## src/rtl/abm_pkg.sv

```systemverilog
package abm_pkg;

    typedef enum logic [2:0] {
        ST_IDLE,
        ST_ADDR,
        ST_STROBE,
        ST_WAIT_ACK,
        ST_RELEASE
    } abm_state_e;

endpackage

```

## src/rtl/abm_sync.sv

```systemverilog
module abm_sync #(
    parameter int WIDTH  = 2,
    parameter int STAGES = 2
) (
    input  logic             clk,
    input  logic             rst_n,
    input  logic [WIDTH-1:0] d_i,
    output logic [WIDTH-1:0] q_o
);

    logic [WIDTH-1:0] stage_q [STAGES];

    always_ff @(posedge clk or negedge rst_n) begin
        if (!rst_n) begin
            for (int i = 0; i < STAGES; i++) stage_q[i] <= '0;
        end else begin
            stage_q[0] <= d_i;
            for (int i = 1; i < STAGES; i++) stage_q[i] <= stage_q[i-1];
        end
    end

    assign q_o = stage_q[STAGES-1];

endmodule

```

## src/rtl/abm_lane.sv

```systemverilog
module abm_lane #(
    parameter int DW = 16
) (
    input  logic          wide_i,
    input  logic          word_i,
    input  logic          addr_lsb_i,
    input  logic [DW-1:0] wdata_i,
    input  logic [DW-1:0] bus_rdata_i,
    output logic          word_eff_o,
    output logic          uds_n_o,
    output logic          lds_n_o,
    output logic [DW-1:0] bus_wdata_o,
    output logic [DW-1:0] rdata_o
);

    localparam int HALF = DW / 2;

    always_comb begin
        word_eff_o  = wide_i & word_i;
        uds_n_o     = !(wide_i && (word_i || !addr_lsb_i));
        lds_n_o     = !(!wide_i || word_i || addr_lsb_i);
        bus_wdata_o = word_eff_o ? wdata_i : {2{wdata_i[HALF-1:0]}};
        if (word_eff_o)
            rdata_o = bus_rdata_i;
        else if (wide_i && !addr_lsb_i)
            rdata_o = {{HALF{1'b0}}, bus_rdata_i[DW-1:HALF]};
        else
            rdata_o = {{HALF{1'b0}}, bus_rdata_i[HALF-1:0]};
    end

endmodule

```

## src/rtl/abus_master.sv

```systemverilog
module abus_master
    import abm_pkg::*;
#(
    parameter int AW             = 24,
    parameter int DW             = 16,
    parameter int TIMEOUT_CYCLES = 16,
    parameter int SYNC_STAGES    = 2
) (
    input  logic          clk,
    input  logic          rst_n,
    input  logic          mode_wide_i,
    input  logic          req_valid_i,
    output logic          req_ready_o,
    input  logic [AW-1:0] req_addr_i,
    input  logic          req_read_i,
    input  logic          req_word_i,
    input  logic [DW-1:0] req_wdata_i,
    output logic          rsp_valid_o,
    output logic          rsp_err_o,
    output logic [DW-1:0] rsp_rdata_o,
    output logic [AW-1:0] bus_addr_o,
    output logic          bus_as_n_o,
    output logic          bus_rw_o,
    output logic          bus_uds_n_o,
    output logic          bus_lds_n_o,
    output logic [DW-1:0] bus_wdata_o,
    output logic          bus_wdata_oe_o,
    input  logic [DW-1:0] bus_rdata_i,
    input  logic          bus_ack_n_i,
    input  logic          bus_berr_n_i
);

    localparam int CW = $clog2(TIMEOUT_CYCLES + 1);
    localparam logic [CW-1:0] CNT_LAST = CW'(TIMEOUT_CYCLES - 1);

    typedef struct packed {
        abm_state_e    state;
        logic [AW-1:0] addr;
        logic          read;
        logic          word;
        logic [DW-1:0] wdata;
        logic [CW-1:0] cnt;
        logic          rsp_valid;
        logic          rsp_err;
        logic [DW-1:0] rsp_rdata;
    } regs_t;

    localparam regs_t REGS_RST = '{
        state: ST_IDLE, addr: '0, read: 1'b1, word: 1'b0, wdata: '0,
        cnt: '0, rsp_valid: 1'b0, rsp_err: 1'b0, rsp_rdata: '0
    };

    regs_t r_d, r_q;
    logic  mode_q;
    logic  ack_s, berr_s;
    logic  word_eff, lane_uds_n, lane_lds_n;
    logic [DW-1:0] lane_wdata, lane_rdata;
    logic  strobing;

    // Width mode is captured on every edge while reset is held, then frozen.
    always_ff @(posedge clk) begin
        if (!rst_n) mode_q <= mode_wide_i;
    end

    abm_sync #(.WIDTH(2), .STAGES(SYNC_STAGES)) u_sync (
        .clk   (clk),
        .rst_n (rst_n),
        .d_i   ({~bus_berr_n_i, ~bus_ack_n_i}),
        .q_o   ({berr_s, ack_s})
    );

    abm_lane #(.DW(DW)) u_lane (
        .wide_i      (mode_q),
        .word_i      (r_q.word),
        .addr_lsb_i  (r_q.addr[0]),
        .wdata_i     (r_q.wdata),
        .bus_rdata_i (bus_rdata_i),
        .word_eff_o  (word_eff),
        .uds_n_o     (lane_uds_n),
        .lds_n_o     (lane_lds_n),
        .bus_wdata_o (lane_wdata),
        .rdata_o     (lane_rdata)
    );

    assign req_ready_o = (r_q.state == ST_IDLE) && !ack_s && !berr_s;

    always_comb begin
        r_d           = r_q;
        r_d.rsp_valid = 1'b0;
        unique case (r_q.state)
            ST_IDLE: begin
                if (req_valid_i && req_ready_o) begin
                    r_d.addr  = req_addr_i;
                    r_d.read  = req_read_i;
                    r_d.word  = req_word_i;
                    r_d.wdata = req_wdata_i;
                    r_d.state = ST_ADDR;
                end
            end
            ST_ADDR:   r_d.state = ST_STROBE;
            ST_STROBE: begin
                r_d.cnt   = '0;
                r_d.state = ST_WAIT_ACK;
            end
            ST_WAIT_ACK: begin
                if (berr_s || (!ack_s && r_q.cnt == CNT_LAST)) begin
                    r_d.rsp_valid = 1'b1;
                    r_d.rsp_err   = 1'b1;
                    r_d.rsp_rdata = '0;
                    r_d.state     = ST_RELEASE;
                end else if (ack_s) begin
                    r_d.rsp_valid = 1'b1;
                    r_d.rsp_err   = 1'b0;
                    r_d.rsp_rdata = r_q.read ? lane_rdata : '0;
                    r_d.state     = ST_RELEASE;
                end else begin
                    r_d.cnt = r_q.cnt + 1'b1;
                end
            end
            ST_RELEASE: r_d.state = ST_IDLE;
            default:    r_d.state = ST_IDLE;
        endcase
    end

    always_ff @(posedge clk or negedge rst_n) begin
        if (!rst_n) r_q <= REGS_RST;
        else        r_q <= r_d;
    end

    assign strobing       = (r_q.state == ST_STROBE) || (r_q.state == ST_WAIT_ACK);
    assign bus_as_n_o     = !strobing;
    assign bus_uds_n_o    = !strobing || lane_uds_n;
    assign bus_lds_n_o    = !strobing || lane_lds_n;
    assign bus_rw_o       = (r_q.state == ST_IDLE) ? 1'b1 : r_q.read;
    assign bus_addr_o     = {r_q.addr[AW-1:1], r_q.addr[0] & ~word_eff};
    assign bus_wdata_o    = lane_wdata;
    assign bus_wdata_oe_o = !r_q.read && (r_q.state != ST_IDLE) && (r_q.state != ST_RELEASE);
    assign rsp_valid_o    = r_q.rsp_valid;
    assign rsp_err_o      = r_q.rsp_err;
    assign rsp_rdata_o    = r_q.rsp_rdata;

    // width mode frozen once reset has been released
    p_mode_frozen_r2: assert property (@(posedge clk) disable iff (!rst_n)
        $past(rst_n) |-> $stable(mode_q));

    // wide byte access asserts exactly one lane strobe
    p_one_lane_r3: assert property (@(posedge clk) disable iff (!rst_n)
        (!bus_as_n_o && mode_q && !r_q.word) |-> ($countones({bus_uds_n_o, bus_lds_n_o}) == 1));

    // wide word access uses both lanes on an even address
    p_word_lanes_r4: assert property (@(posedge clk) disable iff (!rst_n)
        (!bus_as_n_o && mode_q && r_q.word) |-> (!bus_uds_n_o && !bus_lds_n_o && !bus_addr_o[0]));

    // narrow mode never uses the upper lane
    p_narrow_lane_r5: assert property (@(posedge clk) disable iff (!rst_n)
        (!bus_as_n_o && !mode_q) |-> (bus_uds_n_o && !bus_lds_n_o));

    // address and direction hold while the address strobe is asserted
    p_addr_hold_r7: assert property (@(posedge clk) disable iff (!rst_n)
        (!bus_as_n_o && !$past(bus_as_n_o)) |-> ($stable(bus_addr_o) && $stable(bus_rw_o)));

    // wait counter never passes the programmed limit
    p_cnt_limit_r10: assert property (@(posedge clk) disable iff (!rst_n)
        r_q.cnt < CW'(TIMEOUT_CYCLES));

    // a cycle starts only after acknowledge and bus error were seen negated
    p_start_clean_r11: assert property (@(posedge clk) disable iff (!rst_n)
        (r_q.state == ST_ADDR && $past(r_q.state) == ST_IDLE) |-> (!$past(ack_s) && !$past(berr_s)));

    // the response strobe is a single-cycle pulse
    p_rsp_pulse_r12: assert property (@(posedge clk) disable iff (!rst_n)
        rsp_valid_o |=> !rsp_valid_o);

endmodule

```

## config.mk

```make
export PLATFORM = sky130hd
export DESIGN_NAME = abus_master
export DESIGN_NICKNAME = d
export VERILOG_FILES = /design/src/rtl/abm_pkg.sv /design/src/rtl/abm_sync.sv /design/src/rtl/abm_lane.sv /design/src/rtl/abus_master.sv
export SDC_FILE = /design/constraint.sdc
export NUM_CORES = 1
export LEC_CHECK = 0
export CAP_MARGIN = 20
export CORE_MARGIN = 10
export CORE_UTILIZATION = 49
export CTS_CLUSTER_SIZE = 10
export DETAILED_ROUTE_END_ITERATION = 16
export GPL_TIMING_DRIVEN = 1
export PLACE_DENSITY_LB_ADDON = 0.3
export SYNTH_ARGS = -nofsm -noshare
export SYNTH_HDL_FRONTEND = slang
export SYNTH_SLANG_ARGS = --single-unit
```

## constraint.sdc

```tcl
create_clock -name clk -period 4.2 [get_ports clk]
set_input_delay 0.84 -clock clk [delete_from_list [all_inputs] [get_ports clk]]
set_output_delay 0.84 -clock clk [all_outputs]
set_load 0.03 [all_outputs]
```

==> metrics, run 1 <==
Cell Area, Synth=3620 µm²; clock root buffer=clkbuf_8; WP data required=roughly 3.4 ns; number of global-route vias before repair=around 2500; Post-CTS Resized=0; Synth Register Bits=73; worst reg-to-reg setup slack=about 1.9 ns; initial antenna violation count=0; # DRC=0; Synth Flop Type=dfrtp_1; grt total ovfl=0; die area=between 10000 and 15000 µm²; TritonRoute pass-1 iters=4; port bufs=about 130; Peak VDD IR=roughly 430 µV; largest net degree at the start of global routing=74; Final Max Slew Viols=0; Worst Tran Pin Value=0.900 ns; # IOs=128; placed cell area=4570 µm²; Gate Count Post-Synth=around 270; gr busiest metal=met2; met3 usage=approximately 4.7%; via count=between 2000 and 2500; Core ar.=between 7000 and 8000 µm²; slew margin rel.=between 30% and 40%; antenna-violating nets left=0; critical path's largest stage delay=roughly 0.65 ns; Post-DP HPWL=about 6000 µm; GP Congestion=between 0.7 and 0.8; die height=between 100 and 150 µm; Unique masters post-synth=44; Sink Count=73; H-Tree Depth=3; unrepaired setup endpoints after global routing=no; area of the multi-input gates=between 1000 and 1500 µm²; filler instances=approximately 570; Commonest cells post-synth=71 x dfrtp_1, 47 x buf_4, 39 x mux2_4, 11 x mux2_2; later-pin clock latency in the skew report=about 0.34 ns; CTS Buf Count=9; Startpoint Class=register; Layout area overhead=31.6%; Initial DRC Count=70; Tcrit/Tclk final=just over 70%; Detailed Route WL=~8300 µm; delay-heaviest family, CP=buffers and inverters; status=complete, no violations; setup TNS=0 ns; # Post-CTS Setup Buffers=0; CP endpoint kind=output port; Worst path slowest cell=clkdlybuf4s50_1; worst-case clock buffer depth=2; Initial Util=between 50% and 60%; EDFF count, synth=1; CP arrival=roughly 2.2 ns; layout net count=between 400 and 500; DR WL/cell=around 18 µm; crit path max fanout=9; final setup fails=0; max-cap violations=0; Worst-path clk slew=about 0.070 ns; count leader, synth=dfrtp_1; Seq/Total Area, Yosys=50.7%; M1 GR Usage=17.3%; Worst Hold Class=register to register; CP Class=register to output port; DP Worst Slack=1.48 ns; Final Hold Fails=0; ant diodes=0; Final Worst Setup Slack=1.17 ns; Tmin final=slightly above 3 ns; Yosys warning count=0; fraction of layout cells with a size suffix above 1=between 20% and 30%; met2 Resource Use GR=between 20% and 30%; CTS tree=done; Die W=between 100 and 150 µm; Cell Rows=31; Synth async-reset ratio=about 99%; GRT Overall Usage=about 15%; CP Cell Sequence=nor2b_1, inv_2, clkdlybuf4s50_1; Syn Nets=roughly 330; pwr dens=~730 nW/µm²; leakage power=0.00217 µW; clock skew=just under 0.009 ns; Sequential Area=roughly 1800 µm²; Avg Cell Area, Syn=13.7 µm²; Yosys top cell area share=about 49%; post-route cell area=~4800 µm²; top cells by area, synth=dfrtp_1 49%, mux2_4 16%, buf_4 9.8%; drt via density=roughly 5.0; CP bufs+invs=2; Synth area leader=dfrtp_1; global-route wire length before repair=between 10000 and 15000 µm; quantity of hold-fixing buffers added after cts=0; Fmax=about 330 MHz
[cells by family (layout without fill, tap and decap cells)]
family / after synthesis / after routing / synth area share, %
compound gates: 27 / 27 / 6.19
fa+ha+maj: 2 / 2 / 0.691
buf+inv: 67 / 153 / 13.4
flops: 73 / 73 / 50.7
mux: 58 / 58 / 21.8
simple gates: 38 / 38 / 7.26
[metrics by stage]
stage	hold slack (ns)	power (µW)	cells	utilization (%)
global route	0.361	3670	450	66.0
floorplan	0.331	2490	265	-
global placement	0.334	2940	434	63.4
detailed placement	0.339	2980	434	63.4
CTS	0.351	3530	450	66.0
finish	0.350	3480	450	66.0
[worst paths after layout]
kind                                                  start                 endpoint  depth (start not counted)
worst min-delay path            u_sync.stage_q[2]$_DFF_PN0_  u_sync.q_o[0]$_DFF_PN0_                          0
worst max register to register          r_q[65]$_DFFE_PN0P_      r_q[33]$_DFFE_PN0P_                          3
max in group asynchronous                             rst_n      r_q[28]$_DFFE_PN0P_                          1
worst max-delay path                    r_q[66]$_DFFE_PN0P_               bus_as_n_o                          3
worst min register to register  u_sync.stage_q[2]$_DFF_PN0_  u_sync.q_o[0]$_DFF_PN0_                          0
min in group asynchronous                             rst_n      r_q[27]$_DFFE_PN0P_                          1
[report_power, final]
| part | internal [µW] | total [µW] | switching [µW] | leakage, µW |
|---|---|---|---|---|
| Sequential | 960 | 1160 | 196 | 0.000923 |
| Combinational | 877 | 1790 | 911 | 0.00115 |
| Clock | 290 | 539 | 249 | 0.0000974 |
| Total | 2130 | 3480 | 1360 | 0.00217 |
[registers in the layout, summed over array words and instances (netlist names)]
signal	count
bus_addr_o	23
mode_q	1
r_q	27
rsp_err_o	1
rsp_rdata_o	16
rsp_valid_o	1
u_sync.q_o	2
u_sync.stage_q	2
[cells in the final DEF (no fill, tap or decap), drive strengths merged, types with 5 or more instances in the layout]
cell and n:
a22o 8, clkbuf 13, clkdlybuf4s50 126, dfrtp 71, inv 9, mux2 50, mux2i 8, nand2 7
nand3 5, nor3 5, o2bb2ai 8
[cell type report]
type                            count  share of cell area, %
Sequential cell                    73                   38.5
Multi-Input combinational cell    125                   27.4
Timing Repair Buffer              128                   26.8
Clock buffer                       13                   3.13
Tap cell                           99                   2.60
Clock inverter                      3                  0.841
Inverter                            9                  0.709
[worst reg2reg max path, cell delays in order (launching register included)]
cell	delay, ns
dfrtp_1	0.60
nor3_4	0.34
nand3_4	0.66
mux2_4	0.57
[layer usage]
| layer | vias to the layer above | wire [µm] |
|---|---|---|
| met5 | - | 0 |
| met2 | 74 | 4220 |
| li1 | 1043 | - |
| met1 | 1132 | 3360 |
| met4 | 0 | 167 |
| met3 | 13 | 503 |
Power figures use the tool's default switching activity.
==> run 2, diff against run 1 <==
--- a/config.mk
+++ b/config.mk
@@ -7,7 +7,7 @@
 export LEC_CHECK = 0
 export CAP_MARGIN = 20
 export CORE_MARGIN = 10
-export CORE_UTILIZATION = 49
+export CORE_UTILIZATION = 45
 export CTS_CLUSTER_SIZE = 10
 export DETAILED_ROUTE_END_ITERATION = 16
 export GPL_TIMING_DRIVEN = 1
==> constraint.sdc (replaced) <==
create_clock -name clk -period 3 [get_ports clk]
set_input_delay 0.6 -clock clk [delete_from_list [all_inputs] [get_ports clk]]
set_output_delay 0.6 -clock clk [all_outputs]
set_load 0.03 [all_outputs]
==> metrics, run 2 (synthesis gave the netlist of run 1 again) <==
most common cell after layout, fill and taps aside=clkdlybuf4s50_1; final setup fails=0; Final Max Slew Viols=0; CTS tree=done; Worst-path clk slew=roughly 0.070 ns; layout net count=slightly above 400; number of global-route vias before repair=approximately 2500; pwr dens=~1000 nW/µm²; max FFs per register=27; drt via density=4.84; largest net degree at the start of global routing=45; clock skew=between 0.007 and 0.008 ns; Final Core Density=between 60% and 70%; Fmax=between 300 and 400 MHz; Initial Util=between 40% and 50%; GRT Overall Usage=14.2%; CP endpoint kind=output port; cell total after placement=440; die area=between 10000 and 15000 µm²; Detailed Route WL=a little over 8000 µm; CP Class=register to output port; clock root buffer=clkbuf_8; Worst Hold Class=input port to asynchronous set/reset pin; Initial DRC Count=79; quantity of hold-fixing buffers added after cts=0; # Post-CTS Setup Buffers=0; worst reg-to-reg path cell count=6; largest register by flop count=r_q; Sink Count=between 70 and 80; GP Congestion=around 0.72; most frequent cells in the layout=126 x clkdlybuf4s50_1, 71 x dfrtp_1, 39 x mux2_4, 11 x mux2_2, 11 x clkbuf_8; ant diodes=0; # DRC=0; port bufs=127; Layout Cells excl Fill=about 460; post-route cell area=4790 µm²; Tcrit/Tclk final=between 90% and 100%; Startpoint Class=register; status=complete, no violations; max-cap violations=0; Final Hold Fails=0; DR WL/cell=around 18 µm; Die W=~110 µm; Worst Tran Pin Value=between 0.5 and 0.6 ns; CP arrival=between 2 and 2.5 ns; leakage power=0.00218 µW; unrepaired setup endpoints after global routing=no; Cell Rows=32; later-pin clock latency in the skew report=approximately 0.33 ns; via count=about 2200; global-route wire length before repair=~13000 µm; TritonRoute pass-1 iters=4; slew margin rel.=61.0%; # IOs=about 130; Worst path slowest cell=clkdlybuf4s50_1; Tmin final=~2.7 ns; antenna-violating nets left=0; critical path's largest stage delay=0.65 ns; placed cell area=4610 µm²; Post-DP HPWL=6280 µm; total power after layout=between 4000 and 5000 µW; Post-CTS Resized=0; CTS Buf Count=9; WP data required=about 2.4 ns; die height=roughly 110 µm; CP Cell Sequence=nor2b_1, inv_2, clkdlybuf4s50_1; Layout area overhead=32.3%; Core ar.=just under 8000 µm²; H-Tree Depth=3; crit path max fanout=9; fraction of layout cells with a size suffix above 1=between 20% and 30%; Peak VDD IR=just under 600 µV; initial antenna violation count=0; worst-case clock buffer depth=2; setup TNS=0 ns; grt total ovfl=0
-- run 2: final timing paths --
check | startpoint | end | slack, ns
max | r_q[66]$_DFFE_PN0P_ | bus_as_n_o | 0.27
min | rst_n | r_q[32]$_DFFE_PN0P_ | 0.25
max reg2reg | r_q[18]$_DFFE_PN0P_ | rsp_rdata_o[13]$_DFFE_PN0P_ | 0.80
min reg2reg | u_sync.stage_q[2]$_DFF_PN0_ | u_sync.q_o[0]$_DFF_PN0_ | 0.35
max in group asynchronous | rst_n | rsp_rdata_o[13]$_DFFE_PN0P_ | 1.96
min in group clk | u_sync.stage_q[2]$_DFF_PN0_ | u_sync.q_o[0]$_DFF_PN0_ | 0.35
-- run 2: layout make-up --
type | instances | area (µm²)
well taps | 102 | 128
repair buffers | 131 | 1310
clock inverters | 2 | 12.5
fillers | 628 | 2980
clock buffers | 14 | 163
inverters | 9 | 33.8
multi-input cells | 125 | 1310
flip-flops and latches | 73 | 1830
-- run 2: stage by stage --
stage,hold WS (ns),setup slack [ns]
3_3_place_gp,0.335,0.640
4_1_cts,0.266,0.220
5_1_grt,0.279,0.108
3_5_place_dp,0.335,0.592
6_report,0.250,0.274
2_1_floorplan,0.304,1.03
-- run 2: critical path: cells and delay by family, from the launching register on --
kind | cells | cell delay (ns)
buffers and inverters | 2 | 0.84
DFF | 1 | 0.44
and+or+nand+nor | 1 | 0.52
-- run 2: power by group --
| group | internal [µW] | leakage [µW] | switching [µW] |
|---|---|---|---|
| Clock | 346 | 0.0000867 | 343 |
| Combinational | 1230 | 0.00117 | 1260 |
| Sequential | 1350 | 0.000923 | 269 |
-- run 2: layer usage --
layer	GRT usage [%]	wire length, µm	up-vias	part of all wire [%]
li1	-	-	1051	-
met4	6.23	153	0	1.9
met2	23.8	4240	67	52
met3	4.92	597	12	7.3
met5	0	0	-	0
met1	16.0	3210	1075	39
==> run 3, diff against run 2 <==
--- a/config.mk
+++ b/config.mk
@@ -8,6 +8,7 @@
 export CAP_MARGIN = 20
 export CORE_MARGIN = 10
 export CORE_UTILIZATION = 45
+export CTS_CLUSTER_DIAMETER = 40
 export CTS_CLUSTER_SIZE = 10
 export DETAILED_ROUTE_END_ITERATION = 16
 export GPL_TIMING_DRIVEN = 1
==> results of run 3 <==
The final DEF is identical to that of run 2; final timing and power are the same.
